File: src/rtl/mmap_pkg.sv
package mmap_pkg;

  localparam int unsigned ADDR_W   = 21;
  localparam int unsigned DATA_W   = 20;
  localparam int unsigned BANK_W   = 2;
  localparam int unsigned SMALL_AW = 10;               // 1K-word spaces and DRAM pages
  localparam int unsigned PAGE_W   = DATA_W - SMALL_AW;
  localparam int unsigned NUM_CS   = 7;

  localparam logic [ADDR_W-1:0] SLOW20_BASE = 21'h180000;
  localparam logic [ADDR_W-1:0] FAST20_BASE = 21'h1C0000;
  localparam logic [ADDR_W-1:0] CFG_ADDR    = 21'h1E0000;
  localparam logic [2:0]        SLOW8_TAG   = 3'b100;
  localparam logic [2:0]        FAST8_TAG   = 3'b101;

  typedef enum logic [2:0] {
    RG_NONE   = 3'd0,
    RG_DRAM   = 3'd1,
    RG_SLOW8  = 3'd2,
    RG_FAST8  = 3'd3,
    RG_SLOW20 = 3'd4,
    RG_FAST20 = 3'd5,
    RG_IO     = 3'd6,
    RG_CFG    = 3'd7
  } region_e;

  // select vector bit i belongs to region code i+1
  localparam int unsigned CSB_CFG = 6;

  function automatic logic [NUM_CS-1:0] region_onehot(region_e r);
    logic [NUM_CS-1:0] v;
    v = '0;
    if (r != RG_NONE) v[int'(r) - 1] = 1'b1;
    return v;
  endfunction

endpackage

File: src/rtl/mmap_region_dec.sv
module mmap_region_dec
  import mmap_pkg::*;
#(
  parameter logic [ADDR_W-1:0] XOR_MASK = 21'h0AAAAA,
  parameter logic [BANK_W-1:0] IO_BANK  = 2'b10
) (
  input  logic [ADDR_W-1:0] sw_addr,
  input  logic [BANK_W-1:0] bank,
  output region_e           region,
  output logic [PAGE_W-1:0] page
);

  localparam int unsigned TAG_W = ADDR_W - SMALL_AW;

  logic [ADDR_W-1:0] phys;
  logic [TAG_W-1:0]  tag;

  assign phys = sw_addr ^ XOR_MASK;
  assign tag  = phys[ADDR_W-1:SMALL_AW];
  assign page = phys[DATA_W-1:SMALL_AW];

  always_comb begin
    region = RG_NONE;
    if (!phys[ADDR_W-1]) begin
      region = RG_DRAM;
    end else if (phys[ADDR_W-1 -: 3] == SLOW8_TAG) begin
      region = (bank == IO_BANK) ? RG_IO : RG_SLOW8;
    end else if (phys[ADDR_W-1 -: 3] == FAST8_TAG) begin
      region = RG_FAST8;
    end else if (tag == SLOW20_BASE[ADDR_W-1:SMALL_AW]) begin
      region = RG_SLOW20;
    end else if (tag == FAST20_BASE[ADDR_W-1:SMALL_AW]) begin
      region = RG_FAST20;
    end else if (phys == CFG_ADDR) begin
      region = RG_CFG;
    end
  end

endmodule

File: src/rtl/mmap_page_track.sv
module mmap_page_track
  import mmap_pkg::*;
(
  input  logic              clk,
  input  logic              rst_n,
  input  logic              upd,
  input  logic [PAGE_W-1:0] page_in,
  output logic              miss
);

  logic [PAGE_W-1:0] page_q, page_d;
  logic              vld_q, vld_d;

  assign miss = !vld_q || (page_q != page_in);

  always_comb begin
    page_d = page_q;
    vld_d  = vld_q;
    if (upd) begin
      page_d = page_in;
      vld_d  = 1'b1;
    end
  end

  always_ff @(posedge clk or negedge rst_n) begin
    if (!rst_n) begin
      page_q <= '0;
      vld_q  <= 1'b0;
    end else begin
      page_q <= page_d;
      vld_q  <= vld_d;
    end
  end

endmodule

File: src/rtl/mmap_wait_timer.sv
module mmap_wait_timer #(
  parameter int unsigned CNT_W = 5
) (
  input  logic             clk,
  input  logic             rst_n,
  input  logic             start,
  input  logic [CNT_W-1:0] load,
  output logic             busy,
  output logic             last
);

  logic [CNT_W-1:0] cnt_q, cnt_d;
  logic             busy_q, busy_d;

  assign busy = busy_q;
  assign last = busy_q && (cnt_q == '0);

  always_comb begin
    cnt_d  = cnt_q;
    busy_d = busy_q;
    if (start) begin
      busy_d = 1'b1;
      cnt_d  = load - CNT_W'(1);
    end else if (busy_q) begin
      if (cnt_q == '0) busy_d = 1'b0;
      else             cnt_d  = cnt_q - CNT_W'(1);
    end
  end

  always_ff @(posedge clk or negedge rst_n) begin
    if (!rst_n) begin
      cnt_q  <= '0;
      busy_q <= 1'b0;
    end else begin
      cnt_q  <= cnt_d;
      busy_q <= busy_d;
    end
  end

endmodule

File: src/rtl/mmap_cfg_reg.sv
module mmap_cfg_reg
  import mmap_pkg::*;
(
  input  logic              clk,
  input  logic              rst_n,
  input  logic              wr_en,
  input  logic [DATA_W-1:0] wdata,
  output logic [DATA_W-1:0] value,
  output logic [BANK_W-1:0] bank
);

  logic [DATA_W-1:0] cfg_q, cfg_d;

  assign value = cfg_q;
  assign bank  = cfg_q[BANK_W-1:0];

  always_comb begin
    cfg_d = cfg_q;
    if (wr_en) cfg_d = wdata;
  end

  always_ff @(posedge clk or negedge rst_n) begin
    if (!rst_n) cfg_q <= '0;
    else        cfg_q <= cfg_d;
  end

endmodule

File: src/rtl/mmap_wait_ctrl.sv
module mmap_wait_ctrl
  import mmap_pkg::*;
#(
  parameter int unsigned       LAT_FAST = 4,
  parameter int unsigned       LAT_SLOW = 25,
  parameter int unsigned       LAT_DRAM = 6,
  parameter int unsigned       LAT_MISS = 10,
  parameter logic [ADDR_W-1:0] XOR_MASK = 21'h0AAAAA,
  parameter logic [BANK_W-1:0] IO_BANK  = 2'b10
) (
  input  logic              clk,
  input  logic              rst_n,
  input  logic              req_valid,
  input  logic [20:0]       req_addr,
  input  logic              req_we,
  input  logic [19:0]       req_wdata,
  output logic              req_ready,
  output logic [19:0]       rd_data,
  output logic              decode_err,
  output logic              cs_dram,
  output logic              cs_slow8,
  output logic              cs_fast8,
  output logic              cs_slow20,
  output logic              cs_fast20,
  output logic              cs_io,
  output logic              cs_cfg,
  output logic [1:0]        bank_out
);

  localparam int unsigned MAX_LAT = ((LAT_DRAM + LAT_MISS) > LAT_SLOW) ?
                                    (LAT_DRAM + LAT_MISS) : LAT_SLOW;
  localparam int unsigned CNT_W   = $clog2(MAX_LAT + 1);

  region_e           region_d;
  logic [PAGE_W-1:0] page_d;
  logic              page_miss;
  logic              busy, last, accept;
  logic [CNT_W-1:0]  lat_d;
  logic [DATA_W-1:0] cfg_value;
  logic [BANK_W-1:0] bank;
  logic              cfg_wr;

  logic [NUM_CS-1:0] cs_q, cs_d;
  logic              err_q, err_d;
  logic              we_q, we_d;
  logic [DATA_W-1:0] wdata_q, wdata_d;

  assign accept = req_valid && !busy;

  mmap_region_dec #(
    .XOR_MASK (XOR_MASK),
    .IO_BANK  (IO_BANK)
  ) u_dec (
    .sw_addr (req_addr),
    .bank    (bank),
    .region  (region_d),
    .page    (page_d)
  );

  mmap_page_track u_page (
    .clk     (clk),
    .rst_n   (rst_n),
    .upd     (accept && (region_d == RG_DRAM)),
    .page_in (page_d),
    .miss    (page_miss)
  );

  // access time for the target being accepted
  always_comb begin
    unique case (region_d)
      RG_DRAM:                       lat_d = page_miss ? CNT_W'(LAT_DRAM + LAT_MISS)
                                                       : CNT_W'(LAT_DRAM);
      RG_SLOW8, RG_IO, RG_SLOW20:    lat_d = CNT_W'(LAT_SLOW);
      RG_FAST8, RG_FAST20:           lat_d = CNT_W'(LAT_FAST);
      default:                       lat_d = CNT_W'(1);
    endcase
  end

  mmap_wait_timer #(
    .CNT_W (CNT_W)
  ) u_timer (
    .clk   (clk),
    .rst_n (rst_n),
    .start (accept),
    .load  (lat_d),
    .busy  (busy),
    .last  (last)
  );

  assign cfg_wr = last && cs_q[CSB_CFG] && we_q;

  mmap_cfg_reg u_cfg (
    .clk   (clk),
    .rst_n (rst_n),
    .wr_en (cfg_wr),
    .wdata (wdata_q),
    .value (cfg_value),
    .bank  (bank)
  );

  // request capture: selects, error and write attributes held per access
  always_comb begin
    cs_d    = cs_q;
    err_d   = err_q;
    we_d    = we_q;
    wdata_d = wdata_q;
    if (accept) begin
      cs_d    = region_onehot(region_d);
      err_d   = (region_d == RG_NONE);
      we_d    = req_we;
      wdata_d = req_wdata;
    end else if (last) begin
      cs_d  = '0;
      err_d = 1'b0;
      we_d  = 1'b0;
    end
  end

  always_ff @(posedge clk or negedge rst_n) begin
    if (!rst_n) begin
      cs_q    <= '0;
      err_q   <= 1'b0;
      we_q    <= 1'b0;
      wdata_q <= '0;
    end else begin
      cs_q    <= cs_d;
      err_q   <= err_d;
      we_q    <= we_d;
      wdata_q <= wdata_d;
    end
  end

  assign req_ready  = last;
  assign decode_err = last && err_q;
  assign rd_data    = (last && cs_q[CSB_CFG] && !we_q) ? cfg_value : '0;
  assign bank_out   = bank;

  assign cs_dram   = cs_q[0];
  assign cs_slow8  = cs_q[1];
  assign cs_fast8  = cs_q[2];
  assign cs_slow20 = cs_q[3];
  assign cs_fast20 = cs_q[4];
  assign cs_io     = cs_q[5];
  assign cs_cfg    = cs_q[6];

endmodule

File: config.mk
export PLATFORM = sky130hd
export DESIGN_NAME = mmap_wait_ctrl
export DESIGN_NICKNAME = d
export VERILOG_FILES = /design/src/rtl/mmap_pkg.sv /design/src/rtl/mmap_region_dec.sv /design/src/rtl/mmap_page_track.sv /design/src/rtl/mmap_wait_timer.sv /design/src/rtl/mmap_cfg_reg.sv /design/src/rtl/mmap_wait_ctrl.sv
export SDC_FILE = /design/constraint.sdc
export NUM_CORES = 1
export LEC_CHECK = 0
export ABC_AREA = 1
export BUFFER_PORTS_ARGS = -buffer_cell sky130_fd_sc_hd__buf_2
export CAP_MARGIN = 20
export CELL_PAD_IN_SITES_DETAIL_PLACEMENT = 1
export CELL_PAD_IN_SITES_GLOBAL_PLACEMENT = 1
export CORE_ASPECT_RATIO = 1.4
export CORE_MARGIN = 4
export CORE_UTILIZATION = 44
export CTS_BUF_LIST = sky130_fd_sc_hd__clkbuf_8
export DETAILED_ROUTE_END_ITERATION = 10
export PLACE_DENSITY = 0.87
export SLEW_MARGIN = 40
export SYNTH_ARGS = -nofsm -noshare
export SYNTH_HDL_FRONTEND = slang
export SYNTH_SLANG_ARGS = --single-unit
File: constraint.sdc
create_clock -name clk -period 4.1 [get_ports clk]
set_input_delay 0.41 -clock clk [delete_from_list [all_inputs] [get_ports clk]]
set_output_delay 0.41 -clock clk [all_outputs]
set_load 0.05 [all_outputs]
==> run metrics, run 1 <==
largest net degree at the start of global routing=41; fraction of power consumed by the clock network=between 20 and 25%; switching power as a share of total power=37.8%; TritonCTS clock tree=yes; number of synthesized register bits=66; Period minus WS final=roughly 3200 ps; Post-synth ARST share=100%; count of antenna-violating nets left after detailed routing=0; final cell count without fillers=597; num ports=76; antenna violations before repair=0; Worst Setup Start Kind=register; reg-to-reg critical path startpoint=u_timer.busy; total via count in the routed design=2,900; maximum operating frequency=317 MHz; Power per Cell Area=557 nW/um^2; count leader, synth=sky130_fd_sc_hd__nand2_1; worst setup timing slack at the placement stage=1270 ps; cell taking the most area after synthesis=sky130_fd_sc_hd__dfrtp_1; clock root cell=sky130_fd_sc_hd__clkbuf_8; CP Data Arrival Time=between 2000 and 3000 ps; final hold vios=0; crit path max fanout=20; Mapped Cells=around 420; cell types occupying the most area after synthesis=sky130_fd_sc_hd__dfrtp_1 49%, sky130_fd_sc_hd__nand2_1 11%, sky130_fd_sc_hd__inv_1 7.1%; worst setup margin=947 ps; hold_ws=16.9 ps; Worst VDD drop=0.216 mV; core region area=7410 um^2; routed wire length per instance=~14 um; detailed placer's ending HPWL=6.02 mm; overall die width=82.2 um; reg2reg end=u_timer.cnt_q[4]; portion of synthesized cell area occupied by the leading cell type=48.7%; via count of the first global-routing pass=3,025; Fill cells=970; count of input and output buffers=75; global placer's final weighted congestion=approximately 0.85; count of standard-cell rows=37; Flop pwr share=45.4%; mean cell area of the mapped netlist=~8 um^2; number of setup violations in the final report=0; register area share after synthesis=48.7%; Clock Skew=5.72 ps; Post-Layout Inst Area=3950 um^2; die height=between 100 and 150 um; Slew Limit Fails=0; number of maximum-capacitance violations=0; Syn Nets=475; number of diodes=0; first-pass iteration count of the detailed router=4; clock sink total=66; number of design-rule violations left by the first detailed-router iteration=88; post-synthesis cell type count=35; post-route total power=2.20 mW; element type at the critical path end=output pin; die footprint=9190 um^2; NetSw=slightly above 0.8 mW; CTS clock-pin slew for the worst setup and hold paths=around 70 ps; internal cell power=1.37 mW; worst reg2reg path depth=12; slew at the pin closest to its max-slew limit=713 ps; Synth top cells by count=103 x sky130_fd_sc_hd__nand2_1, 66 x sky130_fd_sc_hd__dfrtp_1, 64 x sky130_fd_sc_hd__inv_1, 56 x sky130_fd_sc_hd__nor2_1, 24 x sky130_fd_sc_hd__nand3_1; overflow left after global routing=0; starting density of the core=45.7%; total detailed-routing wirelength=8.08 mm; number of placed instances, taps included=582; Vias/cell=4.86; count of hold buffers inserted by post-cts repair=0; Worst Path Required=roughly 3700 ps; Warnings, synthesis=0; slack of the worst reg-to-reg path=1570 ps; setup repair after global routing missed its margin=false; type of the tightest min-delay check=input pin to async pin; post-CTS resize count=0; maximum buffer depth of the clock tree=2; Tot GR Track Use=between 10% and 20%; CTS H-Tree Depth=3; run status=finished, final reports clean; Total Nets Final=between 500 and 600; first-pass GRT wire length=13.8 mm; share of cells above drive strength 1=a little under a quarter; setup bufs post-CTS=0; area growth from synthesis to layout=16.5%; share of the clock period used by the worst path after layout=76.9%; setup_tns=0 ps; Post-Syn Area=3390 um^2; flip-flop cell with the highest count after synthesis=sky130_fd_sc_hd__dfrtp_1; number of synthesized flops with an enable pin=0; max_slew headroom=52.3%; DR DRC count=0; cts bufs inserted=9; combinational power share=32.5%; clock insertion delay at the later pin of the skew report=340 ps; final core occ=53.3%; leakage power figure=about 2.1 nW; cell area after placement=3770 um^2; start-to-end type of the worst setup path=register to output pin
-- layout by cell type, fill, tap and decap left out, types with 2 or more instances in the layout --
cell                       count
sky130_fd_sc_hd__o21ai_2       8
sky130_fd_sc_hd__buf_2        74
sky130_fd_sc_hd__nor2_2        3
sky130_fd_sc_hd__a21oi_1      14
sky130_fd_sc_hd__or2_2         2
sky130_fd_sc_hd__nor2_1       56
sky130_fd_sc_hd__nand2_2       3
sky130_fd_sc_hd__inv_1        66
sky130_fd_sc_hd__nand3_2       3
sky130_fd_sc_hd__nand2_4       2
sky130_fd_sc_hd__inv_2         4
sky130_fd_sc_hd__nand2_1     103
sky130_fd_sc_hd__nand4_1       2
sky130_fd_sc_hd__a21oi_2       2
sky130_fd_sc_hd__dfrtp_1      66
sky130_fd_sc_hd__o21ai_1       9
sky130_fd_sc_hd__xnor2_1       3
sky130_fd_sc_hd__nand3_1      24
sky130_fd_sc_hd__ha_1          6
sky130_fd_sc_hd__o21ai_0      22
sky130_fd_sc_hd__clkbuf_8     11
sky130_fd_sc_hd__buf_4         2
sky130_fd_sc_hd__nor2_4        2
-- sequential cells by signal, indices dropped and copies added, names as in the netlist --
register       count
u_cfg.value       20
we_q               1
u_page.page_q     10
u_timer.cnt_q      5
cs_q               7
err_q              1
u_timer.busy       1
u_page.vld_q       1
wdata_q           20
-- power groups by stage --
| stage | combinational, mW | sequential [mW] | clock (mW) |
|---|---|---|---|
| finish | 0.714 | 0.998 | 0.486 |
| floorplan | 0.483 | 1.04 | 0 |
| global placement | 0.687 | 0.994 | 0 |
| CTS | 0.729 | 1.00 | 0.499 |
| detailed placement | 0.723 | 1.01 | 0 |
| global route | 0.834 | 1.03 | 0.535 |
-- layer usage --
layer	vias to the layer above	GRT usage (%)	part of all wire [%]
met5	-	0	0
met4	0	7.65	1.9
met3	11	3.88	3.9
met2	55	33.6	53
met1	1386	23.2	41
li1	1448	-	-
-- layout make-up --
class                           count  area (um^2)  share of cell area (%)
Inverter                           68          255                    6.47
Multi-Input combinational cell    275         1360                    34.5
Clock inverter                      4         20.0                   0.507
Clock buffer                       11          151                    3.84
Timing Repair Buffer               76          385                    9.77
Tap cell                           97          121                    3.08
Sequential cell                    66         1650                    41.9
-- worst max-delay path by stage --
stage                     startpoint  cells past startpoint  slack [ps]          end
floorplan           u_timer.cnt_q[3]                      7        1630   rd_data[0]
global placement    u_timer.cnt_q[3]                      7        1390  rd_data[19]
detailed placement  u_timer.cnt_q[3]                      7        1270  rd_data[10]
CTS                 u_timer.cnt_q[3]                      7         860  rd_data[10]
global route        u_timer.cnt_q[3]                      7         710  rd_data[10]
finish              u_timer.cnt_q[3]                      7         950  rd_data[10]
-- logic make-up after synthesis --
kind of cell             Yosys count  share of synthesized area [%]
AND/OR/NAND/NOR                  205                           26.3
buffers and inverters             83                           11.1
flip-flops                        66                           48.7
AO/OA/AOI/OAI                     60                           10.6
adder cells (fa/ha/maj)            6                           2.22
XOR/XNOR                           4                           1.03
-- worst max-delay path: stages (launching register included) --
cell and delay [ps]:
sky130_fd_sc_hd__dfrtp_1 390, sky130_fd_sc_hd__or4_1 540, sky130_fd_sc_hd__nor2_1 140, sky130_fd_sc_hd__nand2_2 190, sky130_fd_sc_hd__nor2_4 160, sky130_fd_sc_hd__nand2_1 430, sky130_fd_sc_hd__nor2_1 250, sky130_fd_sc_hd__buf_2 300
No activity file was read; power rests on OpenSTA's default activity.
==> inputs of run 2 (changes only) <==
--- a/config.mk
+++ b/config.mk
@@ -12,10 +12,10 @@
 export CELL_PAD_IN_SITES_GLOBAL_PLACEMENT = 1
 export CORE_ASPECT_RATIO = 1.4
 export CORE_MARGIN = 4
-export CORE_UTILIZATION = 44
+export CORE_UTILIZATION = 41
 export CTS_BUF_LIST = sky130_fd_sc_hd__clkbuf_8
 export DETAILED_ROUTE_END_ITERATION = 10
-export PLACE_DENSITY = 0.87
+export PLACE_DENSITY = 0.81
 export SLEW_MARGIN = 40
 export SYNTH_ARGS = -nofsm -noshare
 export SYNTH_HDL_FRONTEND = slang
==> constraint.sdc (replaced) <==
create_clock -name clk -period 3 [get_ports clk]
set_input_delay 0.3 -clock clk [delete_from_list [all_inputs] [get_ports clk]]
set_output_delay 0.3 -clock clk [all_outputs]
set_load 0.05 [all_outputs]
==> run 2 against run 1 <==
Worst hold slack worse by 8.7 ps. Via count grew 1.6%. Final cell count rose by 1.2%. Sequential share of layout area decreased by 0.15 points. Non-clock buffer count increased by 3. Die area is 6.7% higher. Total power increased by 36%. Worst setup slack worse by 690 ps. Clock skew is essentially flat.
==> run metrics, run 2 (same netlist as run 1, synthesis figures left out) <==
crit path max fanout=20 (unchanged); Period minus WS final=2740 ps; Vias/cell=4.88 (was 4.86); antenna violations before repair=0 (unchanged); total detailed-routing wirelength=8.41 mm (was 8.08 mm); overall die width=84.8 um (was 82.2 um); Power per Cell Area=752 nW/um^2 (was 557 nW/um^2); cell area after placement=3800 um^2 (was 3770 um^2); setup repair after global routing missed its margin=false (unchanged); internal cell power=1.84 mW (was 1.37 mW); number of maximum-capacitance violations=0 (unchanged); cell seen most often among critical-path stages=sky130_fd_sc_hd__nor2_1 (unchanged); worst setup margin=256 ps (was 947 ps); combinational power share=32.7% (was 32.5%); Flop pwr share=46.0% (was 45.4%); element type at the critical path end=output pin (unchanged); Fill cells=1,047 (was 970); die footprint=9800 um^2 (was 9190 um^2); overflow left after global routing=0 (unchanged); detailed placer's ending HPWL=6.28 mm (was 6.02 mm); die height=116 um (was 112 um); share of cells above drive strength 1=24.5% (was 24.0%); Worst Setup Start Kind=register (unchanged); DR DRC count=0 (unchanged); cts bufs inserted=9 (unchanged); CTS H-Tree Depth=3 (unchanged); count of antenna-violating nets left after detailed routing=0 (unchanged); fraction of power consumed by the clock network=21.3% (was 22.1%); most common library cell in the layout ignoring fill and taps=sky130_fd_sc_hd__nand2_1 (unchanged); max_slew headroom=52.9% (was 52.3%); switching power as a share of total power=38.2% (was 37.8%); type of the tightest min-delay check=input pin to async pin (unchanged); reg2reg end=u_timer.cnt_q[4] (unchanged); count of hold buffers inserted by post-cts repair=0 (unchanged); run status=finished, final reports clean (unchanged); Slew Limit Fails=0 (unchanged); area growth from synthesis to layout=16.9% (was 16.5%); first-pass GRT wire length=14.2 mm (was 13.8 mm); starting density of the core=41.8% (was 45.7%); routed wire length per instance=13.9 um (was 13.5 um); largest net degree at the start of global routing=41 (unchanged); post-CTS resize count=0 (unchanged); total via count in the routed design=2,947 (was 2,900); area taken by multi-input logic gates=1360 um^2 (unchanged); count of input and output buffers=75 (unchanged); clock sink total=66 (unchanged); number of diodes=0 (unchanged); register area=1650 um^2 (unchanged); setup bufs post-CTS=0 (unchanged); core region area=8100 um^2 (was 7410 um^2); leakage power figure=2.14 nW (was 2.13 nW); share of the clock period used by the worst path after layout=91.5%; hold_ws=8.20 ps (was 16.9 ps); num ports=76 (unchanged); cells along the critical path=or4_1 > nor2_1 > nand2_2 > nor2_4 > nand2_1 > buf_4 > nor2_1 > buf_2 (was or4_1 > nor2_1 > nand2_2 > nor2_4 > nand2_1 > nor2_1 > buf_2); Worst VDD drop=0.322 mV (was 0.216 mV); NetSw=1.14 mW (was 0.832 mW); worst reg2reg path depth=12 (unchanged); maximum buffer depth of the clock tree=2 (unchanged); number of setup violations in the final report=0 (unchanged); reg-to-reg critical path startpoint=u_timer.busy (unchanged); via count of the first global-routing pass=3,068 (was 3,025); clock root cell=sky130_fd_sc_hd__clkbuf_8 (unchanged); TritonCTS clock tree=yes (unchanged); final hold vios=0 (unchanged); slack of the worst reg-to-reg path=870 ps (was 1570 ps); slew at the pin closest to its max-slew limit=707 ps (was 713 ps); worst stage delay on the critical path=530 ps (was 540 ps); start-to-end type of the worst setup path=register to output pin (unchanged); CP max stage cell=sky130_fd_sc_hd__or4_1 (unchanged); commonest cells after routing, fill and taps aside=103 x sky130_fd_sc_hd__nand2_1, 75 x sky130_fd_sc_hd__buf_2, 66 x sky130_fd_sc_hd__dfrtp_1, 65 x sky130_fd_sc_hd__inv_1, 56 x sky130_fd_sc_hd__nor2_1 (was 103 x sky130_fd_sc_hd__nand2_1, 74 x sky130_fd_sc_hd__buf_2, 66 x sky130_fd_sc_hd__inv_1, 66 x sky130_fd_sc_hd__dfrtp_1, 56 x sky130_fd_sc_hd__nor2_1); CTS clock-pin slew for the worst setup and hold paths=70 ps (about the same); number of design-rule violations left by the first detailed-router iteration=101 (was 88); clock insertion delay at the later pin of the skew report=330 ps (was 340 ps); post-route total power=2.98 mW (was 2.20 mW); CP Data Arrival Time=2440 ps (was 2740 ps); count of standard-cell rows=39 (was 37); Total Nets Final=550 (was 547); worst setup timing slack at the placement stage=452 ps (was 1270 ps); Post-Layout Inst Area=3960 um^2 (was 3950 um^2); Worst Path Required=2700 ps (was 3690 ps); first-pass iteration count of the detailed router=4 (unchanged); maximum operating frequency=364 MHz; Clock Skew=5.60 ps (was 5.72 ps); global placer's final weighted congestion=0.858 (was 0.849); Tot GR Track Use=18.4% (was 19.5%); setup_tns=0 ps (unchanged)
[run 2: per-stage QoR]
step                      utilization [%]  cells
after floorplan                         -    424
after global placement               46.9    590
after detailed placement             46.9    590
after CTS                            48.9    604
after global routing                 48.9    604
final                                48.9    604
[run 2: worst max-delay path by stage]
stage / cells past startpoint / endpoint / start
floorplan: 7 / rd_data[0] / u_timer.cnt_q[3]
global placement: 16 / u_timer.cnt_q[2] / req_addr[16]
detailed placement: 18 / u_timer.cnt_q[4] / req_addr[16]
CTS: 8 / rd_data[11] / u_timer.cnt_q[3]
global route: 8 / rd_data[11] / u_timer.cnt_q[3]
finish: 8 / rd_data[11] / u_timer.cnt_q[3]
[run 2: power by group through the flow]
stage	logic (mW)	registers [mW]	clock network, mW
3_5_place_dp	0.983	1.39	0
3_3_place_gp	0.936	1.36	0
4_1_cts	0.994	1.37	0.664
2_1_floorplan	0.660	1.42	0
5_1_grt	1.12	1.41	0.706
6_report	0.974	1.37	0.635
[run 2: per-layer routing]
layer	share of wire, %	GRT usage, %
met2	56	35.1
met5	0	0
met1	39	19.7
met3	3.5	4.62
met4	1.3	5.70
[run 2: cell type report]
| type | count | area share [%] |
|---|---|---|
| Timing Repair Buffer | 79 | 10.2 |
| Inverter | 68 | 6.45 |
| Tap cell | 102 | 3.22 |
| Multi-Input combinational cell | 275 | 34.4 |
| Clock inverter | 4 | 0.537 |
| Sequential cell | 66 | 41.7 |
| Clock buffer | 10 | 3.48 |
[run 2: worst max-delay path, delay by kind of cell (launching register included)]
| kind | cells | cell delay, ps |
|---|---|---|
| flip-flops | 1 | 410 |
| buffers and inverters | 2 | 490 |
| AND/OR/NAND/NOR | 6 | 1200 |
